### config.mk
export PLATFORM = sky130hd
export DESIGN_NAME = hwm_index_port
export DESIGN_NICKNAME = d
export VERILOG_FILES = /design/src/rtl/hwm_idx_pkg.sv /design/src/rtl/hwm_cnt_snap.sv /design/src/rtl/hwm_lim_reg.sv /design/src/rtl/hwm_fan_ctrl.sv /design/src/rtl/hwm_index_port.sv
export SDC_FILE = /design/constraint.sdc
export NUM_CORES = 1
export LEC_CHECK = 0
export BUFFER_PORTS_ARGS = -buffer_cell sky130_fd_sc_hd__buf_2
export CAP_MARGIN = 20
export CORE_AREA = 2 2 106 108
export CTS_BUF_LIST = sky130_fd_sc_hd__clkbuf_8 sky130_fd_sc_hd__clkbuf_16
export DETAILED_ROUTE_END_ITERATION = 8
export DIE_AREA = 0 0 108 110
export HOLD_SLACK_MARGIN = 0.1
export PLACE_DENSITY = 0.74
export SYNTH_ARGS = -nofsm -noshare
export SYNTH_HDL_FRONTEND = slang
export SYNTH_SLANG_ARGS = --single-unit
### constraint.sdc
create_clock -name clk -period 2.8 [get_ports clk]
set_input_delay 0 -clock clk [delete_from_list [all_inputs] [get_ports clk]]
set_output_delay 0 -clock clk [all_outputs]
set_load 0.05 [all_outputs]
### src/rtl/hwm_idx_pkg.sv
`timescale 1ns/1ps
package hwm_idx_pkg;
  localparam int BYTE_W = 8;
  localparam logic [7:0] CFG_IDX   = 8'h00;
  localparam logic [7:0] CNT_BASE  = 8'h20;
  localparam logic [7:0] LIM_BASE  = 8'h28;
  localparam logic [7:0] CTRL_BASE = 8'h60;
  localparam int CTRL_STRIDE = 16;
  localparam logic PORT_INDEX = 1'b0;
  localparam logic PORT_DATA  = 1'b1;
  // bit positions inside the configuration byte
  localparam int CFG_RUN_BIT  = 0;
  localparam int CFG_HALT_BIT = 6;
  localparam int CTRL_OFF_BIT = 7;
endpackage

### src/rtl/hwm_cnt_snap.sv
`timescale 1ns/1ps
// One fan's count pair: a zero-extended high byte, plus a low byte that is
// captured when the high byte is read.
module hwm_cnt_snap #(
  parameter int CNT_W = 12
) (
  input  logic             clk,
  input  logic             rst,
  input  logic [CNT_W-1:0] cnt_i,
  input  logic             rd_hi_i,
  input  logic             rd_lo_i,
  output logic [7:0]       hi_o,
  output logic [7:0]       lo_o
);
  logic [7:0] hold_q;
  logic       held_q;

  always_ff @(posedge clk) begin
    if (rst) begin
      hold_q <= '0;
      held_q <= 1'b0;
    end else if (rd_hi_i) begin
      hold_q <= cnt_i[7:0];
      held_q <= 1'b1;
    end else if (rd_lo_i) begin
      held_q <= 1'b0;
    end
  end

  assign hi_o = 8'(cnt_i[CNT_W-1:8]);
  assign lo_o = held_q ? hold_q : cnt_i[7:0];
endmodule

### src/rtl/hwm_lim_reg.sv
`timescale 1ns/1ps
// One fan's 12-bit (CNT_W) low-limit register, split across two indices.
module hwm_lim_reg #(
  parameter int               CNT_W   = 12,
  parameter logic [CNT_W-1:0] RST_VAL = '1,
  localparam int              HI_W    = CNT_W - 8
) (
  input  logic            clk,
  input  logic            rst,
  input  logic            wr_hi_i,
  input  logic            wr_lo_i,
  input  logic [HI_W-1:0] wdata_hi_i,
  input  logic [7:0]      wdata_lo_i,
  output logic [7:0]      hi_o,
  output logic [7:0]      lo_o
);
  logic [CNT_W-1:0] lim_q;

  always_ff @(posedge clk) begin
    if (rst) begin
      lim_q <= RST_VAL;
    end else begin
      if (wr_hi_i) lim_q[CNT_W-1:8] <= wdata_hi_i;
      if (wr_lo_i) lim_q[7:0]       <= wdata_lo_i;
    end
  end

  assign hi_o = 8'(lim_q[CNT_W-1:8]);
  assign lo_o = lim_q[7:0];
endmodule

### src/rtl/hwm_fan_ctrl.sv
`timescale 1ns/1ps
// One fan's control byte, plus a registered enable output.
module hwm_fan_ctrl #(
  parameter int OFF_BIT = 7
) (
  input  logic       clk,
  input  logic       rst,
  input  logic       wr_i,
  input  logic [7:0] wdata_i,
  output logic [7:0] ctrl_o,
  output logic       en_o
);
  always_ff @(posedge clk) begin
    if (rst) begin
      ctrl_o <= '0;
      en_o   <= 1'b1;
    end else if (wr_i) begin
      ctrl_o <= wdata_i;
      en_o   <= ~wdata_i[OFF_BIT];
    end
  end
endmodule

### src/rtl/hwm_index_port.sv
`timescale 1ns/1ps
// Index/data register port. NFAN must be at most 4 so that the count pairs
// fit below the limit base. CNT_W must lie between 9 and 16.
module hwm_index_port
  import hwm_idx_pkg::*;
#(
  parameter int NFAN  = 3,
  parameter int CNT_W = 12
) (
  input  logic                  clk,
  input  logic                  rst,
  input  logic                  io_sel,
  input  logic                  io_wr,
  input  logic                  io_rd,
  input  logic [7:0]            io_wdata,
  input  logic [NFAN*CNT_W-1:0] fan_cnt_i,
  output logic [7:0]            io_rdata_o,
  output logic                  mon_run_o,
  output logic [NFAN-1:0]       fan_en_o
);
  localparam int HI_W = CNT_W - BYTE_W;

  logic [7:0] idx_q;
  logic [7:0] cfg_q;
  logic [7:0] rd_mux;
  logic       idx_wr;
  logic       data_wr;
  logic       data_rd;
  logic [7:0] fan_rd_b [NFAN];

  assign idx_wr  = io_wr && (io_sel == PORT_INDEX);
  assign data_wr = io_wr && (io_sel == PORT_DATA);
  assign data_rd = io_rd && (io_sel == PORT_DATA);

  always_ff @(posedge clk) begin
    if (rst) begin
      idx_q     <= '0;
      cfg_q     <= '0;
      mon_run_o <= 1'b0;
    end else begin
      if (idx_wr) idx_q <= io_wdata;
      if (data_wr && idx_q == CFG_IDX) begin
        cfg_q     <= io_wdata;
        mon_run_o <= io_wdata[CFG_RUN_BIT] & ~io_wdata[CFG_HALT_BIT];
      end
    end
  end

  genvar n;
  generate
    for (n = 0; n < NFAN; n++) begin : g_fan
      localparam logic [7:0] I_CNT = 8'(int'(CNT_BASE) + 2*n);
      localparam logic [7:0] I_LIM = 8'(int'(LIM_BASE) + 2*n);
      localparam logic [7:0] I_CTL = 8'(int'(CTRL_BASE) + CTRL_STRIDE*n);

      logic       hit_cnt_hi, hit_cnt_lo, hit_lim_hi, hit_lim_lo, hit_ctl;
      logic [7:0] cnt_hi, cnt_lo, lim_hi, lim_lo, ctl_b;

      assign hit_cnt_hi = (idx_q == I_CNT);
      assign hit_cnt_lo = (idx_q == I_CNT + 8'd1);
      assign hit_lim_hi = (idx_q == I_LIM);
      assign hit_lim_lo = (idx_q == I_LIM + 8'd1);
      assign hit_ctl    = (idx_q == I_CTL);

      hwm_cnt_snap #(.CNT_W(CNT_W)) snap_i (
        .clk     (clk),
        .rst     (rst),
        .cnt_i   (fan_cnt_i[n*CNT_W +: CNT_W]),
        .rd_hi_i (data_rd && hit_cnt_hi),
        .rd_lo_i (data_rd && hit_cnt_lo),
        .hi_o    (cnt_hi),
        .lo_o    (cnt_lo)
      );

      hwm_lim_reg #(.CNT_W(CNT_W), .RST_VAL('1)) lim_i (
        .clk        (clk),
        .rst        (rst),
        .wr_hi_i    (data_wr && hit_lim_hi),
        .wr_lo_i    (data_wr && hit_lim_lo),
        .wdata_hi_i (io_wdata[HI_W-1:0]),
        .wdata_lo_i (io_wdata),
        .hi_o       (lim_hi),
        .lo_o       (lim_lo)
      );

      hwm_fan_ctrl #(.OFF_BIT(CTRL_OFF_BIT)) ctl_i (
        .clk     (clk),
        .rst     (rst),
        .wr_i    (data_wr && hit_ctl),
        .wdata_i (io_wdata),
        .ctrl_o  (ctl_b),
        .en_o    (fan_en_o[n])
      );

      assign fan_rd_b[n] = hit_cnt_hi ? cnt_hi :
                           hit_cnt_lo ? cnt_lo :
                           hit_lim_hi ? lim_hi :
                           hit_lim_lo ? lim_lo :
                           hit_ctl    ? ctl_b  : 8'h00;
    end
  endgenerate

  always_comb begin
    rd_mux = (idx_q == CFG_IDX) ? cfg_q : 8'h00;
    for (int k = 0; k < NFAN; k++) rd_mux = rd_mux | fan_rd_b[k];
  end

  always_ff @(posedge clk) begin
    if (rst)        io_rdata_o <= '0;
    else if (io_rd) io_rdata_o <= (io_sel == PORT_DATA) ? rd_mux : idx_q;
  end
endmodule

==> impl_metrics.csv, run 1 <==
group,metric,value,unit
cts,cts_buffers,17,
floorplanning,die_w,108,µm
routing,wl_met1,8020,µm
routing,wl,18500,µm
finish,nNetsFinal,781,
routing,wl_per_cell,20.9,µm
yosys,ys_ff_latch,115,
timing,hold_viol,0,
global_routing,grt_max_degree,113,
cts,cts_max_level,4,
power,p_leak,0.00287,µW
yosys,synth-main-ff-cell,"dfxtp_1",
routing,vias_per_cell,6.10,
routing,dr.pass1.iters,6,
global_routing,first_global_vias,5267,
global_routing,grt_use_total,0.321,
cts,clkLatencyLatePin,0.54,ns
worst_setup_path,critical_path_required,3.26,ns
timing,setup_tns,0,ns
floorplanning,io_pins,61,
global_routing,grt_pass1_wl,28300,µm
yosys,synthesis.instances,646,
placed_design,place_inst,804,
global_routing,overflow,0,
finish,final_cells,884,
routing,ant_nets,0,
yosys,synth_edf_count,0,
floorplanning,design.core.area,10700,µm²
finish,final_cell_area,7150,µm²
finish,drive_gt1_frac,0.181,
finish,layout_commonest_cell,"dfxtp_1",
placed_design,dpl-instance-area,6100,µm²
yosys,ys_seq_area_frac,0.398,
yosys,async_flop_share,0,
placed_design,portBuffers,60,
timing,max-slew-margin-rel,0.513,
power,peakVddDrop,0.430,mV
cts,path_clk_slew,0.06,ns
routing,num_vias,5393,
min_path,min_path_type,"primary input to register",
run,drv_cap,0,
finish,area.growth.synth_to_final,23.6,%
yosys,synth_area,5780,µm²
timing,rsz0062_at_grt,"false",
cts,cts_tree,"yes",
routing,drtIter0Drc,624,
worst_setup_path,crit_arrival,3.14,ns
timing,setup_viol,0,
routing,wl_met3,1410,µm
yosys,yosysUniqueCellTypes,68,
routing,drcViolationCount,0,
yosys,avgSynthCellArea,8.95,µm²
finish,fillers,871,
timing,tightestPinTransition,0.731,ns
power,p_per_area,569,nW/µm²
floorplanning,start_util,0.541,
power,total_power,4070,µW
floorplanning,die_h,110,µm
cts,clock_path_buffers,2,
timing,period_share,0.957,
placed_design,gp_congestion,1.04,
timing,post-route-min-period,2.68,ns
floorplanning,rows,38,
floorplanning,dieArea,11900,µm²
yosys,syn_nets,695,
yosys,yosys_warnings,0,
routing,wl_met2,8700,µm
cts,clkSinkCount,115,
worst_setup_path,cp_max_fo,12,
run_status,status,"complete, no violations",
worst_setup_path,worstSetupEndpointType,"register",
worst_setup_path,worstSetupPathType,"register to register",
finish,most-common-layout-cells,"dfxtp_1, nor2_1, mux2i_1, buf_2, dlygate4sd3_1",
cts,cts-root-buf,"clkbuf_8",
placed_design,dp_hpwl,12400,µm
worst_setup_path,startpoint_type,"register",
timing,fmax,373,MHz
routing,top_layer,"met4",
timing,finalClockSkew,0.00959,ns
global_routing,antenna_found_initial,0,
timing,slew_viol_final,0,
finish,diodes,0,
layout make-up:
cell class	instances	area (µm²)	area share
tap	140	175	0.0245
clock buffer	18	428	0.0598
clock inverter	13	106	0.0149
multi-input combinational	460	3160	0.441
inverter	13	48.8	0.00682
timing repair buffer	125	931	0.130
sequential	115	2310	0.322
layer usage:
layer	GRT usage	vias to the layer above
met5	0	-
met4	0.111	0
met3	0.0717	38
met2	0.535	241
met1	0.413	2602
li1	-	2512
through the flow:
| stage | hold WS, ns | worst slack, ns | utilization |
|---|---|---|---|
| 3_5_place_dp | 0.257 | 0.249 | 0.571 |
| 6_report | 0.219 | 0.121 | 0.668 |
| 3_3_place_gp | 0.247 | 0.213 | 0.571 |
| 5_1_grt | 0.200 | 0.0835 | 0.668 |
| 4_1_cts | 0.166 | 0.0253 | 0.665 |
| 2_1_floorplan | 0.118 | 0.715 | - |
state kept, by name (all words and copies together) (netlist names):
signal,flops
cfg_q,8
g_fan.ctl_i.ctrl_o,24
g_fan.ctl_i.en_o,3
g_fan.lim_i.lim_q,36
g_fan.snap_i.held_q,3
g_fan.snap_i.hold_q,24
idx_q,8
io_rdata_o,8
mon_run_o,1
synth_stat cells (all sizes together) (12+ instances only):
cell | count | area (µm²)
mux2i | 64 | 641
a21oi | 26 | 130
buf | 21 | 139
mux2 | 14 | 158
nand3 | 21 | 123
clkbuf | 37 | 139
nor2b | 25 | 156
a211o | 39 | 342
a22oi | 12 | 90.1
nand2 | 29 | 109
nor2 | 100 | 390
dfxtp | 115 | 2300
inv | 12 | 45.0
nor3 | 16 | 96.4
o21ai | 18 | 90.1
path summary, 6_finish.rpt:
kind / startpoint / slack (ns) / cells past startpoint / endpoint
worst max-delay path: idx_q[7] / 0.12 / 5 / g_fan[2].ctl_i.ctrl_o[4]
worst min-delay path: fan_cnt_i[20] / 0.22 / 6 / io_rdata_o[0]
worst max register to register: idx_q[7] / 0.12 / 5 / g_fan[2].ctl_i.ctrl_o[4]
worst min register to register: g_fan[0].ctl_i.en_o / 0.46 / 1 / g_fan[0].ctl_i.en_o
cells by family after synthesis:
group                     count (synthesis)  share of synthesized area
DFF                                     115                      0.398
xor gates and xnor gates                  1                    0.00151
AOI/OAI and AO/OA                       138                      0.174
and+or+nand+nor                         240                      0.220
buffers and inverters                    71                     0.0565
muxes                                    81                      0.150
power breakdown:
group / switching (µW) / internal (µW) / leakage [µW]
Combinational: 240 / 162 / 0.00164
Sequential: 33.2 / 1660 / 0.000932
Clock: 723 / 1250 / 0.000293
critical path, stage by stage, from the launching register on:
cell and delay [ns]:
dfxtp_1 0.63, nor4b_2 0.60, and2_1 0.51, nand3_1 0.13
dlygate4sd3_1 0.58, a21oi_1 0.15
repair_timing:
action / 4_1_cts / 5_1_grt
resized for setup: 0 / 3
setup buffers: 0 / 0
setup endpoints to repair: 0 / 3
hold buffers: 48 / 0
hold endpoints to repair: 112 / 0
(Power assumes the default switching activity.)
==> run 2: changes to the inputs <==
--- a/config.mk
+++ b/config.mk
@@ -15,2 +15,3 @@
 export PLACE_DENSITY = 0.74
+export RECOVER_POWER = 50
 export SYNTH_ARGS = -nofsm -noshare
==> constraint.sdc (replaced) <==
create_clock -name clk -period 2.8 [get_ports clk]
set_input_delay 0.42 -clock clk [delete_from_list [all_inputs] [get_ports clk]]
set_output_delay 0.42 -clock clk [all_outputs]
set_load 0.05 [all_outputs]
==> run 2 against run 1 <==
The flow now finishes with violations (max-capacitance violations, max-slew violations). Clock-buffer cell count up 1. Die area unchanged. Maximum frequency up 5.0%. Clock skew down 0.0026 ns. Final cell count down 5.0%. Global-route usage down 0.93 points. First-iteration DRC count down 7.5%. Non-clock buffer count down 45. Critical path type unchanged. Largest power group unchanged.
==> impl_metrics.csv, run 2 (same netlist as run 1, synthesis figures left out) <==
group,metric,value,unit
cts,path_clk_slew,0.06,ns
finish,diodes,0,
global_routing,grt_max_degree,84,
worst_setup_path,worstSetupPathType,"register to register",
timing,tightestPinTransition,1.65,ns
routing,ant_nets,0,
routing,wl,17600,µm
cts,ctsResizeCount,0,
floorplanning,design.core.area,10700,µm²
cts,cts_tree,"yes",
finish,nNetsFinal,736,
finish,reg_top3,"g_fan.lim_i.lim_q (36), g_fan.ctl_i.ctrl_o (24), g_fan.snap_i.hold_q (24)",
global_routing,antenna_found_initial,0,
worst_setup_path,crit_arrival,2.95,ns
floorplanning,start_util,0.541,
timing,fmax,392,MHz
finish,fillers,911,
routing,dr.pass1.iters,5,
timing,max-slew-margin-rel,-0.101,
cts,cts_max_level,4,
run_status,violations,"max-capacitance violations, max-slew violations",
worst_setup_path,worstSetupEndpointType,"register",
worst_setup_path,cpPeakStageDelay,0.52,ns
routing,num_vias,5186,
routing,wl_per_cell,21.0,µm
run,drv_cap,1,
timing,slew_viol_final,84,
worst_setup_path,cp_max_fo,9,
placed_design,dpl-instance-area,6130,µm²
cts,clkSinkCount,115,
global_routing,grt_pass1_wl,27300,µm
floorplanning,io_pins,61,
timing,finalClockSkew,0.00699,ns
timing,whs,0.139,ns
finish,final_cell_area,6710,µm²
timing,setup_viol,0,
floorplanning,die_w,108,µm
cts,cts_buffers,17,
floorplanning,dieArea,11900,µm²
finish,area.growth.synth_to_final,16.1,%
routing,drcViolationCount,0,
power,p_per_area,635,nW/µm²
min_path,min_path_type,"primary input to register",
finish,largest-register,"g_fan.lim_i.lim_q",
routing,vias_per_cell,6.17,
timing,rsz0062_at_grt,"false",
finish,most-common-layout-cells,"dfxtp_1, nor2_1, mux2i_1, buf_2, a211o_1",
run_status,status,"finished, violations left",
timing,post-route-min-period,2.55,ns
cts,hold_buffers,0,
timing,hold_viol,0,
global_routing,grt_use_total,0.312,
global_routing,overflow,0,
cts,clock_path_buffers,2,
floorplanning,die_h,110,µm
timing,period_share,0.911,
power,p_leak,0.00263,µW
floorplanning,rows,38,
finish,largest_register_ffs,36,
routing,drtIter0Drc,577,
worst_setup_path,worstPathCellList,"nor3b_4 -> nand2_1 -> or3b_2 -> a31oi_1 -> or4b_1",
placed_design,portBuffers,60,
worst_setup_path,critical_path_required,3.20,ns
global_routing,first_global_vias,4972,
worst_setup_path,cp_slowest_cell,"or3b_2",
timing,setup_tns,0,ns
placed_design,gp_congestion,1.02,
cts,clkLatencyLatePin,0.53,ns
cts,cts-root-buf,"clkbuf_8",
placed_design,dp_hpwl,12700,µm
worst_setup_path,startpoint_type,"register",
worst_setup_path,rrSetupSlack,0.25,ns
finish,layout_commonest_cell,"dfxtp_1",
finish,drive_gt1_frac,0.181,
power,peakVddDrop,0.482,mV
cts,post_cts_buffers,0,
[run 2: worst paths after layout]
kind / startpoint / end / depth (start not counted)
worst max-delay path: idx_q[5] / io_rdata_o[1] / 5
worst min-delay path: fan_cnt_i[12] / g_fan[1].snap_i.hold_q[0] / 3
worst max register to register: idx_q[5] / io_rdata_o[1] / 5
worst min register to register: mon_run_o / mon_run_o / 2
[run 2: area by class of cell]
cell class | instances | area, µm² | area share
clock inverter | 13 | 166 | 0.0248
timing repair buffer | 80 | 429 | 0.0639
sequential | 115 | 2300 | 0.343
clock buffer | 19 | 442 | 0.0658
tap | 140 | 175 | 0.0261
inverter | 13 | 48.8 | 0.00727
multi-input combinational | 460 | 3150 | 0.469
[run 2: routing by layer]
metal  global-route usage  up-vias  routed length [µm]
li1                     -     2407                   -
met1                0.416     2512                7830
met2                0.490      234                8140
met3               0.0688       33                1250
met4                0.133        0                 378
met5                    0        -                   0
[run 2: where the power goes]
part           switching (µW)  internal [µW]
clock                     756           1470
combinational             231            116
sequential               31.2           1660
total                    1020           3250
[run 2: metrics by stage]
stage | util | power (µW) | std cells | setup slack [ns]
detailed placement | 0.573 | 2060 | 808 | 0.321
floorplan | - | 1930 | 646 | 0.715
CTS | 0.630 | 4280 | 840 | 0.304
global placement | 0.573 | 2060 | 808 | 0.315
global route | 0.627 | 4390 | 840 | 0.0872
finish | 0.627 | 4270 | 840 | 0.248
[run 2: worst max-delay path, delay by kind of cell (launching register included)]
kind	cells	cell delay (ns)
compound gates	1	0.17
simple gates	4	1.74
flops	1	0.51
==> run 3: changes to the inputs <==
BUFFER_PORTS_ARGS = -buffer_cell sky130_fd_sc_hd__clkbuf_2   (was -buffer_cell sky130_fd_sc_hd__buf_2)
==> run 3 against run 2 <==
The flow now finishes without violations. Clock skew about the same. Worst setup slack lost 0.077 ns. Flip-flop and latch count stayed put. Core utilization is 0.11 points lower. First-iteration DRC count grew 2.6%. Total power is 0.82% lower. Highest routed layer unchanged.
==> impl_metrics.csv, run 3 (same netlist as run 1, synthesis figures left out) <==
group,metric,value,unit
run_status,status,"complete, no violations",
power,peakVddDrop,0.371,mV
timing,slew_viol_final,0,
placed_design,dp_worst_setup_slack,0.271,ns
floorplanning,rows,38,
global_routing,first_global_vias,4970,
finish,area.growth.synth_to_final,15.9,%
worst_setup_path,crit_path_start,"idx_q[0]",
timing,setup_viol,0,
worst_setup_path,worstSetupEndpointType,"register",
cts,cts-root-buf,"clkbuf_8",
floorplanning,dieArea,11900,µm²
min_path,min_path_type,"primary input to register",
worst_setup_path,startpoint_type,"register",
worst_setup_path,regToRegStartpoint,"idx_q[0]",
timing,period_share,0.939,
timing,setup_ws,0.172,ns
routing,wl,17600,µm
global_routing,grt_pass1_wl,27100,µm
routing,drtIter0Drc,592,
routing,drcViolationCount,0,
worst_setup_path,crit_arrival,3.01,ns
power,p_per_area,631,nW/µm²
finish,diodes,0,
finish,largest-register,"g_fan.lim_i.lim_q",
cts,cts_buffers,17,
timing,max-slew-margin-rel,0.391,
routing,dr.pass1.iters,6,
floorplanning,io_pins,61,
placed_design,portBuffers,60,
timing,fmax,380,MHz
routing,vias_per_cell,6.17,
global_routing,grt_use_total,0.304,
worst_setup_path,rr_worst_depth,6,
power,p_leak,0.00261,µW
placed_design,gp_congestion,1.05,
timing,hold_viol,0,
timing,finalClockSkew,0.00655,ns
global_routing,grt_max_degree,68,
cts,path_clk_slew,0.06,ns
routing,wl_per_cell,21.0,µm
finish,layout_commonest_cell,"dfxtp_1",
worst_setup_path,reg2reg_to,"g_fan[2].snap_i.hold_q[4]",
run,drv_cap,0,
finish,largest_register_ffs,36,
routing,num_vias,5174,
finish,reg_top3,"g_fan.lim_i.lim_q (36), g_fan.ctl_i.ctrl_o (24), g_fan.snap_i.hold_q (24)",
worst_setup_path,critical_path_required,3.18,ns
floorplanning,design.core.area,10700,µm²
finish,nNetsFinal,735,
worst_setup_path,rrSetupSlack,0.17,ns
global_routing,antenna_found_initial,0,
floorplanning,start_util,0.541,
worst_setup_path,cp_max_fo,23,
cts,clock_path_buffers,2,
timing,rsz0062_at_grt,"false",
global_routing,overflow,0,
power,total_power,4230,µW
cts,cts_max_level,4,
finish,most-common-layout-cells,"dfxtp_1, nor2_1, mux2i_1, clkbuf_2, a211o_1",
worst_setup_path,endpoint,"g_fan[2].snap_i.hold_q[4]",
placed_design,dp_hpwl,12600,µm
cts,clkSinkCount,115,
floorplanning,die_h,110,µm
timing,setup_tns,0,ns
cts,clkLatencyLatePin,0.53,ns
timing,tightestPinTransition,0.914,ns
routing,ant_nets,0,
cts,ctsResizeCount,0,
timing,post-route-min-period,2.63,ns
floorplanning,die_w,108,µm
finish,drive_gt1_frac,0.183,
worst_setup_path,worstSetupPathType,"register to register",
cts,cts_tree,"yes",
-- run 3: cell count changes in the layout (fill, tap and decap cells not counted), moves of 3 or more --
cell / before / now
inv_1: 15 / 12
buf_4: 18 / 15
clkbuf_2: 2 / 48
clkinvlp_4: 2 / 6
clkinv_2: 4 / 1
clkinv_4: 0 / 3
buf_2: 47 / 0
-- run 3: critical path, stage by stage, from the launching register on --
cell     delay, ns
dfxtp_1       0.49
buf_12        0.26
nor3_1        0.60
nand2_1       0.21
or3_1         0.62
mux2i_1       0.24
nor2_1        0.05
-- run 3: final cells by class --
| type | count | area [µm²] |
|---|---|---|
| fillers | 919 | 4000 |
| flip-flops and latches | 115 | 2300 |
| well taps | 140 | 175 |
| clock inverters | 15 | 184 |
| clock buffers | 17 | 414 |
| inverters | 13 | 48.8 |
| repair buffers | 79 | 439 |
| multi-input cells | 460 | 3140 |
-- run 3: worst min-delay path by stage --
stage                                 start                   endpoint  slack (ns)  cells after the start
detailed placement  g_fan[0].lim_i.lim_q[1]    g_fan[0].lim_i.lim_q[1]        0.44                      1
global route                  fan_cnt_i[28]  g_fan[2].snap_i.hold_q[4]        0.14                      3
finish                        fan_cnt_i[12]  g_fan[1].snap_i.hold_q[0]        0.14                      3
floorplan           g_fan[0].lim_i.lim_q[1]    g_fan[0].lim_i.lim_q[1]        0.43                      1
global placement    g_fan[0].lim_i.lim_q[1]    g_fan[0].lim_i.lim_q[1]        0.44                      1
CTS                           fan_cnt_i[12]  g_fan[1].snap_i.hold_q[0]        0.13                      3
-- run 3: metal layers --
metal	vias up	track usage	wire length (µm)
li1	2403	-	-
met1	2486	0.415	7930
met2	254	0.486	8040
met3	31	0.0553	1260
met4	0	0.106	353
met5	-	0	0
-- run 3: stage by stage --
| step | hold WS [ns] | instances | utilization | cell area, µm² |
|---|---|---|---|---|
| floorplan | 0.426 | 646 | - | 5780 |
| global placement | 0.439 | 806 | 0.573 | 6130 |
| detailed placement | 0.445 | 806 | 0.573 | 6130 |
| CTS | 0.130 | 839 | 0.630 | 6740 |
| global route | 0.141 | 839 | 0.626 | 6700 |
| finish | 0.145 | 839 | 0.626 | 6700 |
-- run 3: repair_timing --
item,in CTS,in global routing
endpoints found under the hold margin,1,0
setup buffers,0,0
hold buffers,1,0
-- run 3: power breakdown --
part | switching [µW] | total [µW] | internal [µW]
Sequential | 28.2 | 1680 | 1660
Combinational | 234 | 353 | 119
Clock | 833 | 2190 | 1360
Total | 1090 | 4230 | 3140
